**src/rtl/regmux_pkg.sv**
```systemverilog
package regmux_pkg;
  typedef enum logic {
    OWN_USER  = 1'b0,
    OWN_DEBUG = 1'b1
  } owner_e;
endpackage

```
**src/rtl/regmux_tag_fifo.sv**
```systemverilog
// In-order queue of issuer tags, one per accepted read awaiting its data.
module regmux_tag_fifo
  import regmux_pkg::*;
#(
  parameter int DEPTH = 4
) (
  input  logic                         clk,
  input  logic                         rst,
  input  logic                         push,
  input  owner_e                       push_tag,
  input  logic                         pop,
  output owner_e                       head_tag,
  output logic [$clog2(DEPTH+1)-1:0]   count,
  output logic                         full
);
  localparam int PTR_W = (DEPTH > 1) ? $clog2(DEPTH) : 1;
  localparam int CNT_W = $clog2(DEPTH + 1);

  owner_e            tag_mem [DEPTH];
  logic [PTR_W-1:0]  wr_ptr;
  logic [PTR_W-1:0]  rd_ptr;
  logic              do_push;
  logic              do_pop;

  assign full    = (count == CNT_W'(DEPTH));
  assign do_push = push & ~full;
  assign do_pop  = pop & (count != '0);
  assign head_tag = tag_mem[rd_ptr];

  function automatic logic [PTR_W-1:0] ptr_next(input logic [PTR_W-1:0] p);
    return (p == PTR_W'(DEPTH - 1)) ? '0 : p + 1'b1;
  endfunction

  // storage carries no reset so it maps onto plain RAM
  always_ff @(posedge clk) begin
    if (do_push) tag_mem[wr_ptr] <= push_tag;
  end

  always_ff @(posedge clk) begin
    if (rst) begin
      wr_ptr <= '0;
      rd_ptr <= '0;
      count  <= '0;
    end else begin
      if (do_push) wr_ptr <= ptr_next(wr_ptr);
      if (do_pop)  rd_ptr <= ptr_next(rd_ptr);
      case ({do_push, do_pop})
        2'b10:   count <= count + 1'b1;
        2'b01:   count <= count - 1'b1;
        default: count <= count;
      endcase
    end
  end
endmodule

```
**src/rtl/regmux_owner_ctl.sv**
```systemverilog
// Ownership register and takeover guard.
module regmux_owner_ctl
  import regmux_pkg::*;
(
  input  logic   clk,
  input  logic   rst,
  input  logic   take_req,
  input  logic   give_req,
  input  logic   port_busy,
  input  logic   rd_pending,
  output owner_e owner,
  output logic   refused
);
  always_ff @(posedge clk) begin
    if (rst) begin
      owner   <= OWN_USER;
      refused <= 1'b0;
    end else begin
      refused <= 1'b0;
      unique case (owner)
        OWN_USER: begin
          if (take_req) begin
            if (port_busy || rd_pending) refused <= 1'b1;
            else                         owner   <= OWN_DEBUG;
          end
        end
        OWN_DEBUG: begin
          if (give_req) owner <= OWN_USER;
        end
        default: owner <= OWN_USER;
      endcase
    end
  end
endmodule

```
**src/rtl/regmux_cmd_route.sv**
```systemverilog
// Command path: the owner reaches the port, the other master is stalled.
module regmux_cmd_route
  import regmux_pkg::*;
#(
  parameter int ADDR_W = 8,
  parameter int DATA_W = 16
) (
  input  owner_e             owner,
  input  logic               rd_full,
  input  logic [ADDR_W-1:0]  usr_addr,
  input  logic               usr_read,
  input  logic               usr_write,
  input  logic [DATA_W-1:0]  usr_wdata,
  input  logic [ADDR_W-1:0]  dbg_addr,
  input  logic               dbg_read,
  input  logic               dbg_write,
  input  logic [DATA_W-1:0]  dbg_wdata,
  input  logic               prt_wait,
  output logic [ADDR_W-1:0]  prt_addr,
  output logic               prt_read,
  output logic               prt_write,
  output logic [DATA_W-1:0]  prt_wdata,
  output logic               usr_wait,
  output logic               dbg_wait
);
  logic sel_dbg;
  logic pick_read;
  logic owner_wait;

  always_comb begin
    sel_dbg    = (owner == OWN_DEBUG);
    pick_read  = sel_dbg ? dbg_read  : usr_read;
    prt_addr   = sel_dbg ? dbg_addr  : usr_addr;
    prt_write  = sel_dbg ? dbg_write : usr_write;
    prt_wdata  = sel_dbg ? dbg_wdata : usr_wdata;
    prt_read   = pick_read & ~rd_full;
    owner_wait = prt_wait | (pick_read & rd_full);
    usr_wait   = sel_dbg ? 1'b1 : owner_wait;
    dbg_wait   = sel_dbg ? owner_wait : 1'b1;
  end
endmodule

```
**src/rtl/regmux_rsp_route.sv**
```systemverilog
// Response path: data goes back to the issuer recorded at the queue head.
module regmux_rsp_route
  import regmux_pkg::*;
#(
  parameter int DATA_W = 16
) (
  input  owner_e             head_tag,
  input  logic               have_pending,
  input  logic               prt_rvalid,
  input  logic [DATA_W-1:0]  prt_rdata,
  output logic [1:0]         rvalid_vec,
  output logic [DATA_W-1:0]  rdata_vec [2]
);
  for (genvar m = 0; m < 2; m++) begin : g_dest
    logic hit;
    assign hit           = prt_rvalid & have_pending & (head_tag == owner_e'(m));
    assign rvalid_vec[m] = hit;
    assign rdata_vec[m]  = hit ? prt_rdata : '0;
  end
endmodule

```
**src/rtl/regport_owner_mux.sv**
```systemverilog
module regport_owner_mux
  import regmux_pkg::*;
#(
  parameter int ADDR_W = 8,
  parameter int DATA_W = 16,
  parameter int MAX_RD = 4
) (
  input  logic               clk,
  input  logic               rst,
  input  logic [ADDR_W-1:0]  usr_addr,
  input  logic               usr_read,
  input  logic               usr_write,
  input  logic [DATA_W-1:0]  usr_wdata,
  output logic [DATA_W-1:0]  usr_rdata,
  output logic               usr_rvalid,
  output logic               usr_wait,
  input  logic [ADDR_W-1:0]  dbg_addr,
  input  logic               dbg_read,
  input  logic               dbg_write,
  input  logic [DATA_W-1:0]  dbg_wdata,
  output logic [DATA_W-1:0]  dbg_rdata,
  output logic               dbg_rvalid,
  output logic               dbg_wait,
  input  logic               dbg_take,
  input  logic               dbg_give,
  output logic               dbg_owns,
  output logic               take_refused,
  output logic [ADDR_W-1:0]  prt_addr,
  output logic               prt_read,
  output logic               prt_write,
  output logic [DATA_W-1:0]  prt_wdata,
  input  logic [DATA_W-1:0]  prt_rdata,
  input  logic               prt_rvalid,
  input  logic               prt_wait
);
  localparam int CNT_W = $clog2(MAX_RD + 1);

  owner_e             owner;
  owner_e             head_tag;
  logic [CNT_W-1:0]   rd_cnt;
  logic               rd_full;
  logic               rd_accept;
  logic [1:0]         rvalid_vec;
  logic [DATA_W-1:0]  rdata_vec [2];

  assign rd_accept = prt_read & ~prt_wait;

  regmux_owner_ctl u_ctl (
    .clk        (clk),
    .rst        (rst),
    .take_req   (dbg_take),
    .give_req   (dbg_give),
    .port_busy  (prt_wait),
    .rd_pending (rd_cnt != '0),
    .owner      (owner),
    .refused    (take_refused)
  );

  regmux_tag_fifo #(.DEPTH(MAX_RD)) u_tags (
    .clk      (clk),
    .rst      (rst),
    .push     (rd_accept),
    .push_tag (owner),
    .pop      (prt_rvalid),
    .head_tag (head_tag),
    .count    (rd_cnt),
    .full     (rd_full)
  );

  regmux_cmd_route #(.ADDR_W(ADDR_W), .DATA_W(DATA_W)) u_cmd (
    .owner     (owner),
    .rd_full   (rd_full),
    .usr_addr  (usr_addr),
    .usr_read  (usr_read),
    .usr_write (usr_write),
    .usr_wdata (usr_wdata),
    .dbg_addr  (dbg_addr),
    .dbg_read  (dbg_read),
    .dbg_write (dbg_write),
    .dbg_wdata (dbg_wdata),
    .prt_wait  (prt_wait),
    .prt_addr  (prt_addr),
    .prt_read  (prt_read),
    .prt_write (prt_write),
    .prt_wdata (prt_wdata),
    .usr_wait  (usr_wait),
    .dbg_wait  (dbg_wait)
  );

  regmux_rsp_route #(.DATA_W(DATA_W)) u_rsp (
    .head_tag     (head_tag),
    .have_pending (rd_cnt != '0),
    .prt_rvalid   (prt_rvalid),
    .prt_rdata    (prt_rdata),
    .rvalid_vec   (rvalid_vec),
    .rdata_vec    (rdata_vec)
  );

  assign usr_rvalid = rvalid_vec[OWN_USER];
  assign dbg_rvalid = rvalid_vec[OWN_DEBUG];
  assign usr_rdata  = rdata_vec[OWN_USER];
  assign dbg_rdata  = rdata_vec[OWN_DEBUG];
  assign dbg_owns   = (owner == OWN_DEBUG);
endmodule

```
**config.mk**
```make
export PLATFORM = sky130hd
export DESIGN_NAME = regport_owner_mux
export DESIGN_NICKNAME = d
export VERILOG_FILES = /design/src/rtl/regmux_pkg.sv /design/src/rtl/regmux_tag_fifo.sv /design/src/rtl/regmux_owner_ctl.sv /design/src/rtl/regmux_cmd_route.sv /design/src/rtl/regmux_rsp_route.sv /design/src/rtl/regport_owner_mux.sv
export SDC_FILE = /design/constraint.sdc
export NUM_CORES = 1
export LEC_CHECK = 0
export BUFFER_PORTS_ARGS = -buffer_cell sky130_fd_sc_hd__buf_2
export CORE_MARGIN = 8
export CORE_UTILIZATION = 35
export CTS_CLUSTER_DIAMETER = 50
export DETAILED_ROUTE_END_ITERATION = 10
export GPL_TIMING_DRIVEN = 0
export PLACE_DENSITY = 0.8
export SETUP_SLACK_MARGIN = 0.02
export SYNTH_ARGS = -nofsm -noshare
export SYNTH_HDL_FRONTEND = slang
export SYNTH_SLANG_ARGS = --single-unit
```
**constraint.sdc**
```tcl
create_clock -name clk -period 2.4 [get_ports clk]
set_input_delay 0.12 -clock clk [delete_from_list [all_inputs] [get_ports clk]]
set_output_delay 0.12 -clock clk [all_outputs]
set_load 0.02 [all_outputs]
```
# ---- Yosys cells after proc, flatten, opt, wreduce, memory -nomap -nowiden
# Memories as Yosys holds them, arrays and structs flattened. A register that Yosys moved wholly into a read port is not among the register bits.
# Index checks and enable logic that the tools add are counted.
dict set report totals {
  memories 1
  output_inout_bits 64
  elab_cells 52
  mem_bits_rw 4
  in_bits 74
  reg_bits 9
}
# name words width rd rd_clocked_by_memory_dff wr line_no
set mem_list {}
lappend mem_list {u_tags.tag_mem 4 1 1 1 1 regmux_tag_fifo.sv:19} ;# owner_e tag_mem [DEPTH];
dict set report op_classes {
  mux 20
  n_eq_ne 5
  bitwise_logic 13
  n_reduce_logical 4
  n_addsub 4
}
# cell count
set ops {}
lappend ops {{16-bit 2-to-1 mux} 3}
lappend ops {{1-bit 2-to-1 mux} 10}
lappend ops {{2-bit 2-to-1 mux} 4}
lappend ops {{8-bit 2-to-1 mux} 1}
lappend ops {{1-bit AND} 7}
lappend ops {{2-bit == test, second input constant} 3}
lappend ops {{3-bit one-hot mux with 2 select lines} 1}
lappend ops {{1-bit inverter} 5}
lappend ops {{2-bit by 1-bit adder with 2-bit output, second input constant} 2}
lappend ops {{3-bit by 1-bit adder with 3-bit output, second input constant} 1}
lappend ops {{3-bit == test, second input constant} 1}
lappend ops {{3-bit nonzero test} 1}
lappend ops {{3-bit OR reduction} 1}
lappend ops {{3-bit by 1-bit subtractor with 3-bit output, second input constant} 1}
lappend ops {{2-bit by 1-bit == test with 1-bit output, second input constant} 1}
lappend ops {{1-bit one-hot mux with 2 select lines} 1}
lappend ops {{2-bit nonzero test} 1}
lappend ops {{1-bit logical OR} 1}
lappend ops {{1-bit OR} 1}

# ---- Depth between registers and ports, before layout
dict set report depth {
  word_depth 7
  mapped_depth 9
  ltp_nobuf 9
}

# ---- Hierarchy
# A second synthesis with hierarchy kept.
dict set report hier_totals {
  cells_unflattened 145
  hier_area_um2 1527.7
}
# mod seq_area_each_um2 cells_per_inst instances area_each_um2
set modules_own_cells {}
lappend modules_own_cells {regmux_tag_fifo 300.3 58 1 635.6}
lappend modules_own_cells {regmux_cmd_route 0.0 33 1 430.4}
lappend modules_own_cells {regmux_rsp_route 0.0 45 1 375.4}
lappend modules_own_cells {regmux_owner_ctl 40.0 7 1 73.8}
lappend modules_own_cells {regport_owner_mux 0.0 2 1 12.5}

# ---- Worst setup path after synthesis
# OpenSTA, ideal clock, no wires.
dict set report synth_timing {
  path_kind {reg-to-reg}
  from {register u_ctl.owner}
  to {register u_tags.count[2]}
  path_stages_with_launch 10
  slack_ns 0.197
  setup_ns 0.071
  period_less_slack_ns 2.203
  arrival_ns 2.132
  required_time_ns 2.329
  n_path_buf 0
  cell_sequence {dfxtp_1 mux2i_1 nor3_2 inv_1 ha_1 inv_1 fa_1 xor2_1 or3_1 a21oi_1}
}
dict set report synth_via {
  elab_chain_len 6
  word_cells_on_any_way 8
  cone_classes {eq/ne (2); mux (2); bitwise (3); reduce/logical (1)}
}
# element line_no
set synth_rtl {}
lappend synth_rtl {{from (decl)} regmux_owner_ctl.sv:11} ;# output owner_e owner,
lappend synth_rtl {{from (signal assigned)} regmux_owner_ctl.sv:16} ;# owner <= OWN_USER;
lappend synth_rtl {{from (signal assigned)} regmux_owner_ctl.sv:24} ;# else owner <= OWN_DEBUG;
lappend synth_rtl {{from (signal assigned)} regmux_owner_ctl.sv:28} ;# if (give_req) owner <= OWN_USER;
lappend synth_rtl {{1-bit 2-to-1 mux (*)} regmux_cmd_route.sv:32} ;# pick_read = sel_dbg ? dbg_read : usr_read;
lappend synth_rtl {{1-bit AND (*)} regmux_cmd_route.sv:36} ;# prt_read = pick_read & ~rd_full;
lappend synth_rtl {{1-bit AND (*)} regport_owner_mux.sv:46} ;# assign rd_accept = prt_read & ~prt_wait;
lappend synth_rtl {{1-bit AND (*)} regmux_tag_fifo.sv:26} ;# assign do_push = push & ~full;
lappend synth_rtl {{2-bit by 1-bit == test with 1-bit output / 2-bit == test (equally long branches)} regmux_tag_fifo.sv:47} ;# case ({do_push, do_pop})
lappend synth_rtl {{3-bit one-hot mux with 2 select lines / 2-bit nonzero test (equally long branches)} n/a}
lappend synth_rtl {{to (signal assigned)} regmux_tag_fifo.sv:48} ;# 2'b10: count <= count + 1'b1;
lappend synth_rtl {{to (signal assigned)} regmux_tag_fifo.sv:49} ;# 2'b01: count <= count - 1'b1;
lappend synth_rtl {{to (signal assigned)} regmux_tag_fifo.sv:50} ;# default: count <= count;
lappend synth_rtl {{to (decl)} regmux_tag_fifo.sv:13} ;# output logic [$clog2(DEPTH+1)-1:0] count,
# Every way passes the cells marked *; elsewhere a longest branch is shown, timed or not.
# A chain may end at the register's enable or synchronous reset.

# ---- Final worst setup path
dict set report layout_timing {
  from {register u_tags.count[2]}
  to {register u_tags.count[2]}
}
dict set report layout_via {
  elab_chain_len 7
  word_cells_on_any_way 13
  cone_classes {add/sub (2); eq/ne (3); mux (1); bitwise (5); reduce/logical (2)}
}
# element line_no
set layout_rtl {}
lappend layout_rtl {{3-bit == test} regmux_tag_fifo.sv:25} ;# assign full = (count == CNT_W'(DEPTH));
lappend layout_rtl {{1-bit inverter} {regmux_tag_fifo.sv:26, regmux_cmd_route.sv:36}}
lappend layout_rtl {{1-bit AND} regmux_cmd_route.sv:36}
lappend layout_rtl {{1-bit AND} regport_owner_mux.sv:46}
lappend layout_rtl {{1-bit AND} regmux_tag_fifo.sv:26}
lappend layout_rtl {{2-bit by 1-bit == test with 1-bit output / 2-bit == test (equally long branches)} regmux_tag_fifo.sv:47}
lappend layout_rtl {{3-bit one-hot mux with 2 select lines / 2-bit nonzero test (equally long branches)} n/a}
# Several ways; a longest one is shown, not always the timed one.

==> impl_metrics.env <==
export IMPL_status="complete, no violations"
export IMPL_slew_headroom=0.7059
export IMPL_cts_tree="built"
export IMPL_hold_start="dbg_give"
export IMPL_yosys_warnings=0
export IMPL_async_flop_share=0
export IMPL_yosysUniqueCellTypes=32
export IMPL_final_setup_tns_ns=0
export IMPL_cts_sinks=15
export IMPL_synthesis_area_mm2=0.001316
export IMPL_die_w_um=77.33
export IMPL_worst_pin_slew_ns=0.4412
export IMPL_ir_worst_vdd_mv=0.3487
export IMPL_fillers=346
export IMPL_setup_viol=0
export IMPL_cp_slowest_cell="dfxtp_1"
export IMPL_cts_max_path_buffers=2
export IMPL_rr_endpoint="u_tags.count[2]"
export IMPL_cts_hold_buf=0
export IMPL_multi_input_area_um2=890.9
export IMPL_syn2layout_area_growth_pct=62.26
export IMPL_wl_per_cell_um=14.59
export IMPL_skew_ns=0.001222
export IMPL_rrSetupSlack_ns=0.14
export IMPL_die_area_mm2=0.005979
export IMPL_h_tree_depth=1
export IMPL_power_per_cell_area_mw_per_mm2=766.8
export IMPL_dpl_cell_area_mm2=0.002062
export IMPL_end_kind="register"
export IMPL_synth_xor_xnor_area_share=0.01331
export IMPL_row_count=22
export IMPL_muxShareOfSynthArea=0.2471
export IMPL_dieHeight_um=77.33
export IMPL_diodes=0
export IMPL_synth_fa_ha_area_frac=0.07224
export IMPL_insertion_delay_ns=0.24
export IMPL_globalRouteTotalUtil=0.1553
export IMPL_path_class="reg2reg"
export IMPL_cp_arrival_ns=2.43
export IMPL_min_to="u_ctl.owner"
export IMPL_routabilityCongestion=0.7493
export IMPL_synth_nets=234
export IMPL_hold_violations=0
export IMPL_ys_seq_elements=15
export IMPL_worstPathCellList="nor3b_4 -> nor3_2 -> inv_1 -> ha_1 -> inv_1 -> fa_1 -> xor2_1 -> or3_1 -> a21oi_1"
export IMPL_synthTopCellsByArea="mux2_2 21%, dfxtp_1 17%, edfxtp_1 9.1%"
export IMPL_syn_inst=153
export IMPL_cpPeakStageDelay_ns=0.45
export IMPL_seqCellArea_um2=344.1
export IMPL_ys_flop_type="dfxtp_1"
export IMPL_core_area_mm2=0.003633
export IMPL_routed_via_density=4.741
export IMPL_maxCapViolCount=0
export IMPL_drt_total_wl_mm=5.005
export IMPL_r2r_cells=9
export IMPL_fmax_ghz=0.4424
export IMPL_drt_iter0_drc=60
export IMPL_cts_made_buffers=3
export IMPL_start_kind="register"
export IMPL_synth_top_area_share=0.2139
export IMPL_start_util=0.3623
export IMPL_yosys_area_share_simple=0.2880
export IMPL_grt_max_degree=11
export IMPL_fin_nets=377
export IMPL_num_vias=1626
export IMPL_synth_compound_area_frac=0.04468
export IMPL_hold_path_depth=3
export IMPL_layout_drive_gt1_share=0.6203
export IMPL_crit_path_frequent_cell="inv_1"
export IMPL_synthTopCellsByCount="25 x mux2_2, 22 x nor2_1, 20 x nand2_1, 16 x and3_1, 11 x dfxtp_1"
export IMPL_place_hpwl_mm=4.301
export IMPL_worstHoldPathType="in2reg"
export IMPL_yosys_cell_count_top_type="mux2_2"
export IMPL_ctsRootBufferMaster="clkbuf_8"
export IMPL_io_pin_count=138
export IMPL_yosys_area_top_type="mux2_2"
export IMPL_power_leakage_nw=1.191
export IMPL_synth_edf_count=4
export IMPL_portBuffers=137
export IMPL_r2r_start="u_tags.count[2]"
export IMPL_worstPathRequired_ns=2.57
export IMPL_antenna_found_initial=0
export IMPL_ant_nets=0
export IMPL_drc=0
export IMPL_final_cell_area_mm2=0.002136
export IMPL_period_needed_ns=2.260
export IMPL_clkTransAtPathRegs_ns=0.06
export IMPL_crit_fanout=7
export IMPL_ys_seq_area_frac=0.2586
export IMPL_grt_pass1_wl_mm=7.790
export IMPL_synth_top_family_by_area="simple AND/OR/NAND/NOR gates"
export IMPL_finalCritPeriodShare=0.9419
export IMPL_first_global_vias=1683
export IMPL_fin_hold_ws_ns=0.1589
export IMPL_firstDrtPassIters=4
export IMPL_report_final_slew_viol_count=0
export IMPL_grt_overflow_total=0
export IMPL_avgSynthCellArea_um2=8.603
layer usage:
layer	wire (µm)	global-route usage	vias up
met2	2425	0.2772	95
met1	1788	0.1435	718
met5	0	0	-
met4	40	0.04528	0
met3	750	0.09674	2
li1	-	-	811
layout make-up:
cell class              instances  share of cell area
multi-input cells             121              0.4171
repair buffers                138              0.3245
flip-flops and latches         15              0.1611
plain buffers                  10             0.03574
well taps                      48             0.02812
clock buffers                   4             0.02109
inverters                       7             0.01230
kinds of logic (layout without fill, tap and decap cells):
logic type                 count (synthesis)  after routing
buffers and inverters                     17            159
xor gates and xnor gates                   2              2
AOI/OAI and AO/OA                          9              9
DFF                                       15             15
muxes                                     28             28
adders and majority gates                  7              7
and+or+nand+nor                           75             75
through the flow:
step / util / setup WS, ns / std cells / total power [W]
detailed placement: 0.5675 / 0.07132 / 338 / 0.001408
floorplan: - / 0.1974 / 153 / 0.001082
CTS: 0.5799 / 0.05736 / 342 / 0.001613
global route: 0.5878 / -0.003091 / 343 / 0.001764
finish: 0.5878 / 0.1396 / 343 / 0.001638
global placement: 0.5675 / 0.1514 / 338 / 0.001386
worst max-delay path: cells and delay by family (launching register included):
kind	cells	cell delay (ns)
compound gates	1	0.14
xor+xnor	1	0.16
fa+ha+maj	2	0.55
buf+inv	2	0.14
flops	1	0.45
simple gates	3	0.75
report_power, final:
part	internal, W	total [W]	switching [W]	leakage, nW
clock	0.000117	0.000199	0.0000813	0.0228
combinational	0.000440	0.00106	0.000616	1.04
sequential	0.000317	0.000383	0.0000657	0.128
total	0.000875	0.00164	0.000763	1.19
timing repair:
action	4_1_cts	5_1_grt
gates resized for setup	0	6
setup endpoints to repair	0	1
buffers inserted	0	1
cells in the final DEF, fill, tap and decap left out, drive strengths merged, types with 2 or more instances in the layout:
cell type  synthesis  layout
dfxtp             11      11
and3              16      16
clkbuf             1       6
buf                9     146
ha                 6       6
nor3               2       2
inv                7       7
nand3b             2       2
nand2b             2       2
edfxtp             4       4
nor2              22      22
nand2             20      20
or3                2       2
and2               5       5
a21oi              5       5
o31ai              2       2
mux2              26      26
xor2               2       2
worst max path at each step:
stage / from / end / slack [ns] / cells after the start
floorplan: u_ctl.owner / u_tags.count[2] / 0.20 / 9
global placement: u_ctl.owner / u_tags.count[2] / 0.15 / 9
detailed placement: u_ctl.owner / u_tags.count[2] / 0.07 / 9
CTS: u_ctl.owner / u_tags.count[2] / 0.06 / 9
global route: u_tags.count[2] / u_tags.count[2] / -0.003 / 9
finish: u_tags.count[2] / u_tags.count[2] / 0.14 / 9
Note: power is estimated with default switching activity, not from simulation.
